File: src/rtl/mlt_pkg.sv
package mlt_pkg;

    localparam int MLT_REG_W_DEF = 8;
    localparam int MLT_RSVD_DEF  = 3;

    typedef enum logic [1:0] {
        TEN_IDLE = 2'd0,
        TEN_OWN  = 2'd1,
        TEN_TERM = 2'd2
    } tenure_e;

    typedef struct packed {
        logic start;
        logic gnt;
        logic phase_done;
        logic tend;
    } bus_evt_t;

    function automatic logic slice_live(input logic any_bits);
        return any_bits;
    endfunction

endpackage

File: src/rtl/mlt_cfg_reg.sv
module mlt_cfg_reg #(
    parameter int REG_W = 8,
    parameter int RSVD  = 3
) (
    input  logic             clk,
    input  logic             rst,
    input  logic             wr_en,
    input  logic [REG_W-1:0] wr_data,
    output logic [REG_W-1:0] value
);
    localparam int HI_W = REG_W - RSVD;

    logic [HI_W-1:0] hi_q;

    always_ff @(posedge clk) begin
        if (rst) begin
            hi_q <= '0;
        end else if (wr_en) begin
            hi_q <= wr_data[REG_W-1:RSVD];
        end
    end

    generate
        if (RSVD == 0) begin : g_no_rsvd
            assign value = hi_q;
        end else begin : g_rsvd
            for (genvar b = 0; b < REG_W; b++) begin : g_bit
                if (b < RSVD) begin : g_zero
                    assign value[b] = 1'b0;
                end else begin : g_keep
                    assign value[b] = hi_q[b-RSVD];
                end
            end
        end
    endgenerate

endmodule

File: src/rtl/mlt_slice_counter.sv
module mlt_slice_counter #(
    parameter int REG_W = 8
) (
    input  logic             clk,
    input  logic             rst,
    input  logic             start,
    input  logic             run,
    input  logic             stop,
    input  logic [REG_W-1:0] limit,
    output logic             expired
);
    logic [REG_W-1:0] cnt_q;
    logic [REG_W-1:0] cnt_nxt;
    logic             exp_q;
    logic             enabled;

    assign enabled = mlt_pkg::slice_live(|limit);

    always_comb begin
        cnt_nxt = cnt_q;
        if (cnt_q < limit) begin
            cnt_nxt = cnt_q + 1'b1;
        end
    end

    always_ff @(posedge clk) begin
        if (rst) begin
            cnt_q <= '0;
            exp_q <= 1'b0;
        end else if (start) begin
            cnt_q <= '0;
            exp_q <= 1'b0;
        end else if (stop) begin
            cnt_q <= '0;
            exp_q <= 1'b0;
        end else if (run) begin
            cnt_q <= cnt_nxt;
            if (enabled && (cnt_nxt >= limit)) begin
                exp_q <= 1'b1;
            end
        end
    end

    assign expired = exp_q;

endmodule

File: src/rtl/mlt_term_ctrl.sv
module mlt_term_ctrl
    import mlt_pkg::*;
(
    input  logic     clk,
    input  logic     rst,
    input  bus_evt_t evt,
    input  logic     expired,
    output logic     run,
    output logic     stop,
    output logic     term_req
);
    tenure_e st_q;
    tenure_e st_nxt;

    always_comb begin
        st_nxt = st_q;
        if (evt.start) begin
            st_nxt = TEN_OWN;
        end else begin
            unique case (st_q)
                TEN_IDLE: st_nxt = TEN_IDLE;
                TEN_OWN: begin
                    if (evt.tend) begin
                        st_nxt = TEN_IDLE;
                    end else if (expired && !evt.gnt) begin
                        st_nxt = TEN_TERM;
                    end
                end
                TEN_TERM: begin
                    if (evt.phase_done || evt.tend) begin
                        st_nxt = TEN_IDLE;
                    end
                end
                default: st_nxt = TEN_IDLE;
            endcase
        end
    end

    always_ff @(posedge clk) begin
        if (rst) begin
            st_q <= TEN_IDLE;
        end else begin
            st_q <= st_nxt;
        end
    end

    assign run      = (st_q != TEN_IDLE);
    assign stop     = !evt.start && (st_q != TEN_IDLE) && (st_nxt == TEN_IDLE);
    assign term_req = (st_q == TEN_TERM);

endmodule

File: src/rtl/pci_tenure_limiter.sv
module pci_tenure_limiter
    import mlt_pkg::*;
#(
    parameter int REG_W = MLT_REG_W_DEF,
    parameter int RSVD  = MLT_RSVD_DEF
) (
    input  logic             clk,
    input  logic             rst,
    input  logic             cfg_wr_en,
    input  logic [REG_W-1:0] cfg_wr_data,
    output logic [REG_W-1:0] cfg_rd_data,
    input  logic             frame_start,
    input  logic             gnt,
    input  logic             phase_done,
    input  logic             tenure_end,
    output logic             expired,
    output logic             term_req
);
    logic [REG_W-1:0] limit;
    logic             run;
    logic             stop;
    bus_evt_t         evt;

    assign evt = '{start: frame_start, gnt: gnt, phase_done: phase_done, tend: tenure_end};

    mlt_cfg_reg #(.REG_W(REG_W), .RSVD(RSVD)) u_reg (
        .clk     (clk),
        .rst     (rst),
        .wr_en   (cfg_wr_en),
        .wr_data (cfg_wr_data),
        .value   (limit)
    );

    mlt_slice_counter #(.REG_W(REG_W)) u_cnt (
        .clk     (clk),
        .rst     (rst),
        .start   (frame_start),
        .run     (run),
        .stop    (stop),
        .limit   (limit),
        .expired (expired)
    );

    mlt_term_ctrl u_ctl (
        .clk      (clk),
        .rst      (rst),
        .evt      (evt),
        .expired  (expired),
        .run      (run),
        .stop     (stop),
        .term_req (term_req)
    );

    assign cfg_rd_data = limit;

endmodule

File: config.mk
export PLATFORM = sky130hd
export DESIGN_NAME = pci_tenure_limiter
export DESIGN_NICKNAME = d
export VERILOG_FILES = /design/src/rtl/mlt_pkg.sv /design/src/rtl/mlt_cfg_reg.sv /design/src/rtl/mlt_slice_counter.sv /design/src/rtl/mlt_term_ctrl.sv /design/src/rtl/pci_tenure_limiter.sv
export SDC_FILE = /design/constraint.sdc
export NUM_CORES = 1
export LEC_CHECK = 0
export BUFFER_PORTS_ARGS = -buffer_cell sky130_fd_sc_hd__buf_4
export CAP_MARGIN = 5
export CORE_ASPECT_RATIO = 1.2
export CORE_MARGIN = 2
export CORE_UTILIZATION = 30
export CTS_CLUSTER_DIAMETER = 200
export DETAILED_ROUTE_END_ITERATION = 8
export PLACE_DENSITY = 0.56
export SLEW_MARGIN = 20
export SYNTH_ARGS = -nofsm -noshare
export SYNTH_HDL_FRONTEND = slang
export SYNTH_SLANG_ARGS = --single-unit
File: constraint.sdc
create_clock -name clk -period 3.4 [get_ports clk]
set_clock_uncertainty 0.15 [all_clocks]
set_input_delay 0 -clock clk [delete_from_list [all_inputs] [get_ports clk]]
set_output_delay 0 -clock clk [all_outputs]
set_load 0.02 [all_outputs]
* After elaboration in Yosys (flattened, before gate mapping)
Index checks and enable logic that the tools add are counted.
Operators by class: add/subtract/negate cells 1, magnitude comparators 2, equal/unequal tests 2, mux-type cells 6, reductions and logical operators 12
Operator list (number):
- $add 8x1->8 const B | 1
- $ge 8x8->1 | 1
- $lt 8x8->1 | 1
- $mux 2 | 4
- $mux 8 | 1
- $reduce_or 5->1 | 1
- $logic_and 1x1->1 | 4
- $pmux 2 s2 | 1
- $reduce_or 3->1 | 1
- $eq 2x1->1 const B | 1
- $eq 2x2->1 const B | 1
- $logic_not 1->1 | 2
- $logic_not 2->1 | 1
- $reduce_and 2->1 | 1
- $reduce_bool 2->1 | 1
- $logic_or 1x1->1 | 1
Storage, ports and cells: register bits after elaboration 16, bits of input ports 15, output and inout bits 10, word-level logic and storage cells 27

* Longest topological paths before layout
Gate-level depths: netlist of the first run.
depth in word-level cells 9, depth in mapped cells 14, gate-level depth less buffers 13

* By module
From an unflattened synthesis of the first run, not the netlist that was laid out.
Unflattened totals: cells, all modules 151, area total of the unflattened synthesis 1315.0 um^2
Modules (own cells, without submodules):
- mlt_slice_counter | times used 1, cells an instance 111, area an instance 919.6 um^2, seq. area each 180.2 um^2
- mlt_cfg_reg | times used 1, cells an instance 20, area an instance 206.4 um^2, seq. area each 100.1 um^2
- mlt_term_ctrl | times used 1, cells an instance 20, area an instance 188.9 um^2, seq. area each 40.0 um^2

* Worst setup path before layout of the first run
Ideal clock, no wire load.
path kind reg2reg, start reg u_reg.hi_q[2], end reg u_cnt.exp_q, in the netlist u_cnt.expired, library setup time 0.074 ns, arrival 2.684 ns, required time 3.176 ns, setup slack 0.492 ns, stages on the path, launching flop included 15, buffers on the path 1, clock period less this slack 2.908 ns, cells stage by stage dfxtp_1 inv_1 ha_1 a211oi_2 o221a_2 buf_6 nand4_1 nor2_1 xor2_1 ha_1 and3_1 nand4_1 mux2i_1 nand4b_1 a31oi_1
On the way: word-level cells in the longest chain between the ends 5, elaborated cells between the ends (all ways) 6, those cells by class order compare (2); mux (1); reduce/logical (3)
RTL lines:
- start: declaration | RTL line mlt_cfg_reg.sv:13 | logic [HI_W-1:0] hi_q;
- start signal: assignment | RTL line mlt_cfg_reg.sv:19 | hi_q <= wr_data[REG_W-1:RSVD];
- $lt 8x8->1 | RTL line mlt_slice_counter.sv:21 | if (cnt_q < limit) begin
- $mux 8 | RTL line mlt_slice_counter.sv:21
- via u_cnt.cnt_nxt[7] | RTL line mlt_slice_counter.sv:13 | logic [REG_W-1:0] cnt_nxt;
- $ge 8x8->1 | RTL line mlt_slice_counter.sv:38 | if (enabled && (cnt_nxt >= limit)) begin
- $logic_and 1x1->1 | RTL line mlt_slice_counter.sv:38
- $reduce_and 2->1 (no source line)
- end signal: assignment | RTL line mlt_slice_counter.sv:29 | exp_q <= 1'b0;
- end signal: assignment | RTL line mlt_slice_counter.sv:35 | exp_q <= 1'b0;
- end signal: assignment | RTL line mlt_slice_counter.sv:39 | exp_q <= 1'b1;
- end: declaration | RTL line mlt_slice_counter.sv:14 | logic exp_q;
The timed path passes the listed nets, and every way through them passes these cells. A chain may end at the register's enable or synchronous reset.

* Worst setup path in the final report of the first run
Same ends and word-level chain as after synthesis.

==> results of run 1 <==
-- synthesized netlist by cell type, drive strengths merged, types with 3 or more instances --
| cell type | instances |
|---|---|
| a21oi | 4 |
| buf | 6 |
| clkbuf | 3 |
| dfxtp | 16 |
| ha | 13 |
| inv | 11 |
| mux2i | 7 |
| nand2 | 4 |
| nand3 | 4 |
| nand3b | 3 |
| nand4 | 6 |
| nor2 | 19 |
| nor2b | 6 |
| o21ai | 6 |
| xnor2 | 3 |
| xor2 | 7 |
-- worst register-to-register path: stages, from the launching register on --
cell                       delay [ns]
sky130_fd_sc_hd__dfxtp_1         0.38
sky130_fd_sc_hd__inv_1           0.09
sky130_fd_sc_hd__ha_1            0.33
sky130_fd_sc_hd__a211oi_2        0.25
sky130_fd_sc_hd__o221a_2         0.38
sky130_fd_sc_hd__nand4_1         0.21
sky130_fd_sc_hd__nor2_1          0.22
sky130_fd_sc_hd__xor2_1          0.11
sky130_fd_sc_hd__ha_1            0.32
sky130_fd_sc_hd__and3_1          0.18
sky130_fd_sc_hd__nand4_1         0.09
sky130_fd_sc_hd__mux2i_1         0.13
sky130_fd_sc_hd__nand4b_1        0.11
sky130_fd_sc_hd__a31oi_1         0.17
-- registers in the layout (all words and copies together), names as in the netlist --
signal / count
u_ctl.st_q: 2
u_reg.hi_q: 5
u_cnt.expired: 1
u_cnt.cnt_q: 8
-- cells by family (layout without fill, tap and decap cells) --
group,after synthesis,in the layout
AO/OA/AOI/OAI,18,18
XOR/XNOR,10,10
adder cells (fa/ha/maj),13,13
buffers and inverters,20,46
flip-flops,16,16
multiplexers,7,7
other,1,3
AND/OR/NAND/NOR,53,53
-- final cells by class --
cell class	count	area share, %
inverters	11	2.745
clock buffers	4	3.661
well taps	52	4.326
repair buffers	31	17.64
multi-input cells	104	50.33
flip-flops and latches	16	21.30
-- routing by layer --
metal | track usage [%] | routed length (um) | vias to the layer above
met5 | 0 | 0 | -
met3 | 3.209 | 82 | 2
li1 | - | - | 524
met2 | 23.42 | 1285 | 17
met4 | 2.899 | 22 | 0
met1 | 15.25 | 1198 | 467
-- power groups by stage --
stage / sequential [uW] / clock (uW) / combinational [uW]
floorplan: 205 / 0 / 51.0
global placement: 202 / 0 / 70.8
detailed placement: 203 / 0 / 72.5
CTS: 199 / 176 / 86.0
global route: 199 / 186 / 96.1
finish: 199 / 171 / 86.1
-- worst max-delay path by stage --
stage,from,endpoint,slack (ns),depth (start not counted)
3_3_place_gp,u_reg.hi_q[2],u_cnt.expired,0.36,13
6_report,u_reg.hi_q[2],u_cnt.expired,0.21,13
5_1_grt,u_reg.hi_q[2],u_cnt.expired,0.02,13
2_1_floorplan,u_reg.hi_q[2],u_cnt.expired,0.49,14
4_1_cts,u_reg.hi_q[2],u_cnt.expired,0.22,13
3_5_place_dp,u_reg.hi_q[2],u_cnt.expired,0.25,13
-- per-stage QoR --
step / total power, uW / utilization, % / area (sq um) / instances
finish: 456.1 / 40.72 / 1504 / 218
global route: 480.9 / 40.72 / 1504 / 218
CTS: 461.0 / 40.72 / 1504 / 218
detailed placement: 275.3 / 35.70 / 1319 / 201
global placement: 273.2 / 35.70 / 1319 / 201
floorplan: 256.3 / - / 1176 / 140
==> PnR_summary.wiki, run 1 <==
{| class="wikitable"
! Metric !! Value
|-
| Core box area || 0.003694 sq mm
|-
| Bufs and invs on worst path || 1
|-
| First-pass GRT wire length || 4.450 mm
|-
| Register area || 320.3 sq um
|-
| Sequential cell area fraction in the yosys report || 27.41%
|-
| Category of the worst setup path capture point || register
|-
| Max-capacitance violation count || 0
|-
| X dimension of the die || 60.98 um
|-
| Number of filler cells placed in the layout || 389
|-
| Die area || 0.004413 sq mm
|-
| Area fraction in and, or, nand and nor cells after synthesis || 24.84%
|-
| Mapped cell area || 0.001169 sq mm
|-
| Worst hold start || tenure_end
|-
| Unrepaired setup endpoints after global routing || no
|-
| Result of the run || complete, no violations
|-
| Hold depth || 4
|-
| Critical path class || register to register
|-
| Sink of the worst hold path || u_ctl.st_q[0]
|-
| Clock Tree Buf Depth || 2
|-
| Reg-to-reg critical path endpoint || u_cnt.expired
|-
| Switching component of the power || 116.7 uW
|-
| Internal power of the cells || 339.4 uW
|-
| Routed via count || 1010
|-
| Fraction of final layout cells sized beyond drive strength 1 || 17.47%
|-
| Top_reg_cell synth || sky130_fd_sc_hd__dfxtp_1
|-
| Setup TNS || 0 ns
|-
| Number of buffers inserted for hold repair after clock tree synthesis || 13
|-
| Worst reg-to-reg setup slack || 0.21 ns
|-
| Per-cell via count in the routed design || 4.633
|-
| Count of buffers added by post-CTS timing repair for setup || 0
|-
| Relative contribution of the clock network to total power || 37.6%
|-
| Synth cell types || 38
|-
| Synth Warn # || 0
|-
| Cell at the slowest stage of the critical path || sky130_fd_sc_hd__dfxtp_1
|-
| Global placer's final weighted congestion || 0.7753
|-
| Hold Fails Final Rpt || 0
|-
| Drt drc || 0
|-
| R2R depth || 13
|-
| Adder-cell share of the synthesized area || 13.92%
|-
| Setup Viol. Count Final || 0
|-
| Kind of path behind the tightest hold check || primary input to register
|-
| P_leak || 0.0006246 uW
|-
| TritonCTS Buffers || 3
|-
| CTS clock-pin slew for the worst setup and hold paths || 0.06 ns
|-
| CTS-repair resized insts || 0
|-
| Critical Path, Cell by Cell || inv_1, ha_1, a211oi_2, o221a_2, nand4_1, nor2_1, xor2_1, ha_1, and3_1, nand4_1, mux2i_1, nand4b_1, a31oi_1
|-
| Synth-to-Final Area Change || 28.69%
|-
| CP top delay family || simple AND/OR/NAND/NOR gates
|-
| Proportion of power drawn by flip-flops and latches || 43.6%
|-
| Number of global-route vias before repair || 1065
|-
| Vertical die dimension || 72.37 um
|-
| Peak supply drop || 0.2560 mV
|-
| Number of DRC markers in iteration 0 || 26
|-
| Power per Cell Area || 303.2 mW/mm^2
|-
| I/O pins || 25
|-
| Dpl hpwl || 1.901 mm
|-
| H-tree lvl count || 1
|-
| Worst slack at placement || 0.2546 ns
|-
| Initial core utilization || 31.64%
|-
| Net count reported at finish || 195
|-
| Number of buffers inserted by port buffering || 18
|-
| Largest net degree at the start of global routing || 11
|-
| Parity-gate share of the synthesized area counting xor and xnor cells || 7.495%
|-
| Commonest non-fill, non-tap cells in the layout || sky130_fd_sc_hd__nor2_1 (19), sky130_fd_sc_hd__buf_4 (18), sky130_fd_sc_hd__dfxtp_1 (16)
|-
| Share of flip-flops with an asynchronous set or reset after synthesis || 0%
|-
| Wire length per cell after detailed routing || 11.87 um
|-
| Kind of start point of the critical path || register
|-
| Startpoint of the most critical register-to-register path || u_reg.hi_q[2]
|-
| Global route total overflow || 0
|-
| CTS tree || done
|-
| Number of inserted diodes || 0
|-
| Clock latency reported for the late side of the worst-skew pair || 0.25 ns
|-
| Fraction of synthesized area in multiplexers || 5.996%
|-
| Fraction of power spent switching nets || 25.58%
|-
| Highest clock frequency the design can meet || 313.9 MHz
|-
| Arrival time of data at the critical path endpoint || 3.21 ns
|-
| CTS root buf || sky130_fd_sc_hd__clkbuf_8
|-
| Combinational family with the most area after synthesis || simple AND/OR/NAND/NOR gates
|-
| #FFs+latches synth || 16
|-
| Area contributors post-synth || sky130_fd_sc_hd__dfxtp_1 (27%), sky130_fd_sc_hd__ha_1 (14%), sky130_fd_sc_hd__nor2_1 (6.1%), sky130_fd_sc_hd__mux2i_1 (6.0%), sky130_fd_sc_hd__xor2_1 (5.2%)
|-
| Final worst path period need || 3.186 ns
|-
| Count of clock tree sinks || 16
|-
| Share of the synthesized area in the top cell type || 27.41%
|-
| Post-Route Hold Slack || 0.05892 ns
|-
| Maximum fanout count along the critical path || 10
|-
| Drt total wl || 2.587 mm
|-
| Detail Route Antenna Nets || 0
|-
| Area taken by multi-input logic gates || 757.0 sq um
|-
| Combinational Power Share || 18.9%
|-
| Overall routing resource usage || 13.04%
|-
| Final critical-path setup slack || 0.2141 ns
|-
| Number of antenna violations at the first check in global routing || 0
|-
| Number of enable-type register cells in the synthesized netlist || 0
|-
| Cell row count || 24
|-
| First drt pass iteration count || 2
|-
| Most common cell after layout, fill and taps aside || sky130_fd_sc_hd__nor2_1
|-
| Final critical-path share of the clock period || 93.70%
|-
| Delay of the slowest critical-path stage || 0.38 ns
|-
| Count of final max-slew check failures || 0
|-
| Worst endpoint required time || 3.43 ns
|-
| Synthesized instance count || 138
|-
| Compound-cell area share of the yosys netlist || 11.56%
|-
| Mean cell area of the mapped netlist || 8.468 sq um
|-
| Cell taking the most area after synthesis || sky130_fd_sc_hd__dfxtp_1
|}
No activity file was read; power rests on OpenSTA's default activity.
==> run 2: changes to the inputs <==
--- a/config.mk
+++ b/config.mk
@@ -10,6 +10,7 @@
 export CORE_ASPECT_RATIO = 1.2
 export CORE_MARGIN = 2
 export CORE_UTILIZATION = 30
+export CTS_BUF_LIST = sky130_fd_sc_hd__clkbuf_16
 export CTS_CLUSTER_DIAMETER = 200
 export DETAILED_ROUTE_END_ITERATION = 8
 export PLACE_DENSITY = 0.56
==> run 2 against run 1 <==
Effect of this change: sequential cell count unchanged; sequential share of layout area fell by 0.33 points; routed wire length increased by 1.4%; clock-buffer cell count fell by 1; die area unchanged; critical path type unchanged; largest cell class unchanged; largest power group is now clock.
==> PnR_summary.wiki, run 2 (synthesized netlist as in run 1, its figures left out) <==
{| class="wikitable"
! Metric !! Value
|-
| Result of the run || complete, no violations
|-
| Final cell count without fillers || 218 (unchanged)
|-
| Power per Cell Area || 336.7 mW/mm^2 (+11%)
|-
| Peak supply drop || 0.3098 mV (+21%)
|-
| Synth-to-Final Area Change || 30.73%
|-
| I/O pins || 25 (unchanged)
|-
| Global route total overflow || 0 (unchanged)
|-
| Kind of path behind the tightest hold check || primary input to register
|-
| Largest registers || u_cnt.cnt_q: 8 flops, u_reg.hi_q: 5 flops, u_ctl.st_q: 2 flops
|-
| Highest clock frequency the design can meet || 312.9 MHz (-0.32%)
|-
| Core box area || 0.003694 sq mm (unchanged)
|-
| Most common cell after layout, fill and taps aside || sky130_fd_sc_hd__nor2_1
|-
| Overall routing resource usage || 13.22% (+0.18 points)
|-
| Number of placed cells counting well taps || 201 (unchanged)
|-
| Final worst path period need || 3.196 ns (+0.01025 ns)
|-
| Per-cell via count in the routed design || 4.642 (+0.20%)
|-
| Final critical-path share of the clock period || 94.00% (+0.30 points)
|-
| Detail Route Antenna Nets || 0 (unchanged)
|-
| Critical path class || register to register
|-
| Worst endpoint required time || 3.42 ns (about the same)
|-
| Setup TNS || 0 ns (unchanged)
|-
| Drt total wl || 2.622 mm (+1.4%)
|-
| Hold depth || 4 (unchanged)
|-
| Hold Fails Final Rpt || 0 (unchanged)
|-
| Routed via count || 1012 (+0.20%)
|-
| CTS root buf || sky130_fd_sc_hd__clkbuf_16
|-
| H-tree lvl count || 1 (unchanged)
|-
| Count of clock tree sinks || 16 (unchanged)
|-
| R2R depth || 13 (unchanged)
|-
| Unrepaired setup endpoints after global routing || no
|-
| Count of final max-slew check failures || 0 (unchanged)
|-
| Register with the most flip-flops || u_cnt.cnt_q
|-
| Cell row count || 24 (unchanged)
|-
| CTS tree || done
|-
| Maximum fanout count along the critical path || 10 (unchanged)
|-
| Vertical die dimension || 72.37 um (unchanged)
|-
| Utilization after layout || 41.36% (+0.64 points)
|-
| Category of the worst setup path capture point || register
|-
| CTS-repair resized insts || 0 (unchanged)
|-
| Wire length per cell after detailed routing || 12.03 um (+1.4%)
|-
| Dpl hpwl || 1.901 mm (unchanged)
|-
| Count of buffers added by post-CTS timing repair for setup || 0 (unchanged)
|-
| Number of global-route vias before repair || 1079 (+1.3%)
|-
| Fraction of final layout cells sized beyond drive strength 1 || 16.87% (-0.60 points)
|-
| Die area || 0.004413 sq mm (unchanged)
|-
| X dimension of the die || 60.98 um (unchanged)
|-
| Post-Route Hold Slack || 0.06756 ns (+0.008641 ns)
|-
| Drt drc || 0 (unchanged)
|-
| Arrival time of data at the critical path endpoint || 3.22 ns (about the same)
|-
| Net count reported at finish || 195 (unchanged)
|-
| Clock latency reported for the late side of the worst-skew pair || 0.24 ns (about the same)
|-
| CTS clock-pin slew for the worst setup and hold paths || 0.05 ns (about the same)
|-
| Global placer's final weighted congestion || 0.7753 (unchanged)
|-
| First-pass GRT wire length || 4.498 mm (+1.1%)
|-
| P_leak || 0.0006344 uW (+1.6%)
|-
| Number of inserted diodes || 0 (unchanged)
|-
| First drt pass iteration count || 2 (unchanged)
|-
| Largest net degree at the start of global routing || 11 (unchanged)
|-
| Clock Tree Buf Depth || 2 (unchanged)
|-
| Initial core utilization || 31.64% (unchanged)
|-
| Setup Viol. Count Final || 0 (unchanged)
|-
| Total design power || 514.4 uW (+13%)
|-
| Max reg flops || 8 (unchanged)
|-
| Commonest non-fill, non-tap cells in the layout || sky130_fd_sc_hd__nor2_1 (19), sky130_fd_sc_hd__buf_4 (18), sky130_fd_sc_hd__dfxtp_1 (16)
|-
| TritonCTS Buffers || 3 (unchanged)
|-
| Number of antenna violations at the first check in global routing || 0 (unchanged)
|-
| Kind of start point of the critical path || register
|-
| Number of buffers inserted by port buffering || 18 (unchanged)
|-
| Number of DRC markers in iteration 0 || 30 (+15%)
|-
| Max-capacitance violation count || 0 (unchanged)
|}
## run 2: path summary, 6_finish.rpt
kind / start / slack (ns) / endpoint
min: tenure_end / 0.07 / u_ctl.st_q[0]
max reg2reg: u_reg.hi_q[2] / 0.20 / u_cnt.expired
min reg2reg: u_cnt.expired / 0.35 / u_cnt.expired
max: u_reg.hi_q[2] / 0.20 / u_cnt.expired
## run 2: final cells by class
cell class	instances	area, sq um
timing repair buffer	31	265.3
inverter	11	41.29
clock buffer	3	75.07
multi-input combinational	104	757.0
tap	52	65.06
sequential	16	320.3
fill	391	2166
clock inverter	1	3.754
## run 2: what timing repair did
| item | 4_1_cts | 5_1_grt |
|---|---|---|
| hold buffers | 13 | 0 |
| setup endpoints to repair | 0 | 0 |
| hold endpoints to repair | 7 | 0 |
## run 2: where the power goes
part	internal, uW	leakage (uW)	switching (uW)
clock network	156	0.0000385	72.9
logic	44.1	0.000466	42.2
registers	193	0.000130	6.09
## run 2: metal layers
layer	wire (um)	track usage (%)	up-vias
li1	-	-	523
met1	1215	15.25	470
met2	1305	23.66	17
met3	78	3.209	2
met4	22	3.623	0
met5	0	0	-
## run 2: worst max-delay path, stage by stage (launching register included)
cell and delay [ns]:
sky130_fd_sc_hd__dfxtp_1 0.37, sky130_fd_sc_hd__inv_1 0.10, sky130_fd_sc_hd__ha_1 0.33, sky130_fd_sc_hd__a211oi_2 0.24
sky130_fd_sc_hd__o221a_2 0.38, sky130_fd_sc_hd__nand4_1 0.21, sky130_fd_sc_hd__nor2_1 0.21, sky130_fd_sc_hd__xor2_1 0.11
sky130_fd_sc_hd__ha_1 0.32, sky130_fd_sc_hd__and3_1 0.18, sky130_fd_sc_hd__nand4_1 0.09, sky130_fd_sc_hd__mux2i_1 0.13
sky130_fd_sc_hd__nand4b_1 0.11, sky130_fd_sc_hd__a31oi_1 0.17
## run 2: through the flow
step | instance area, sq um | worst slack (ns)
floorplan | 1176 | 0.4922
global placement | 1319 | 0.3629
detailed placement | 1319 | 0.2546
CTS | 1528 | 0.2165
global route | 1528 | 0.01099
finish | 1528 | 0.2038
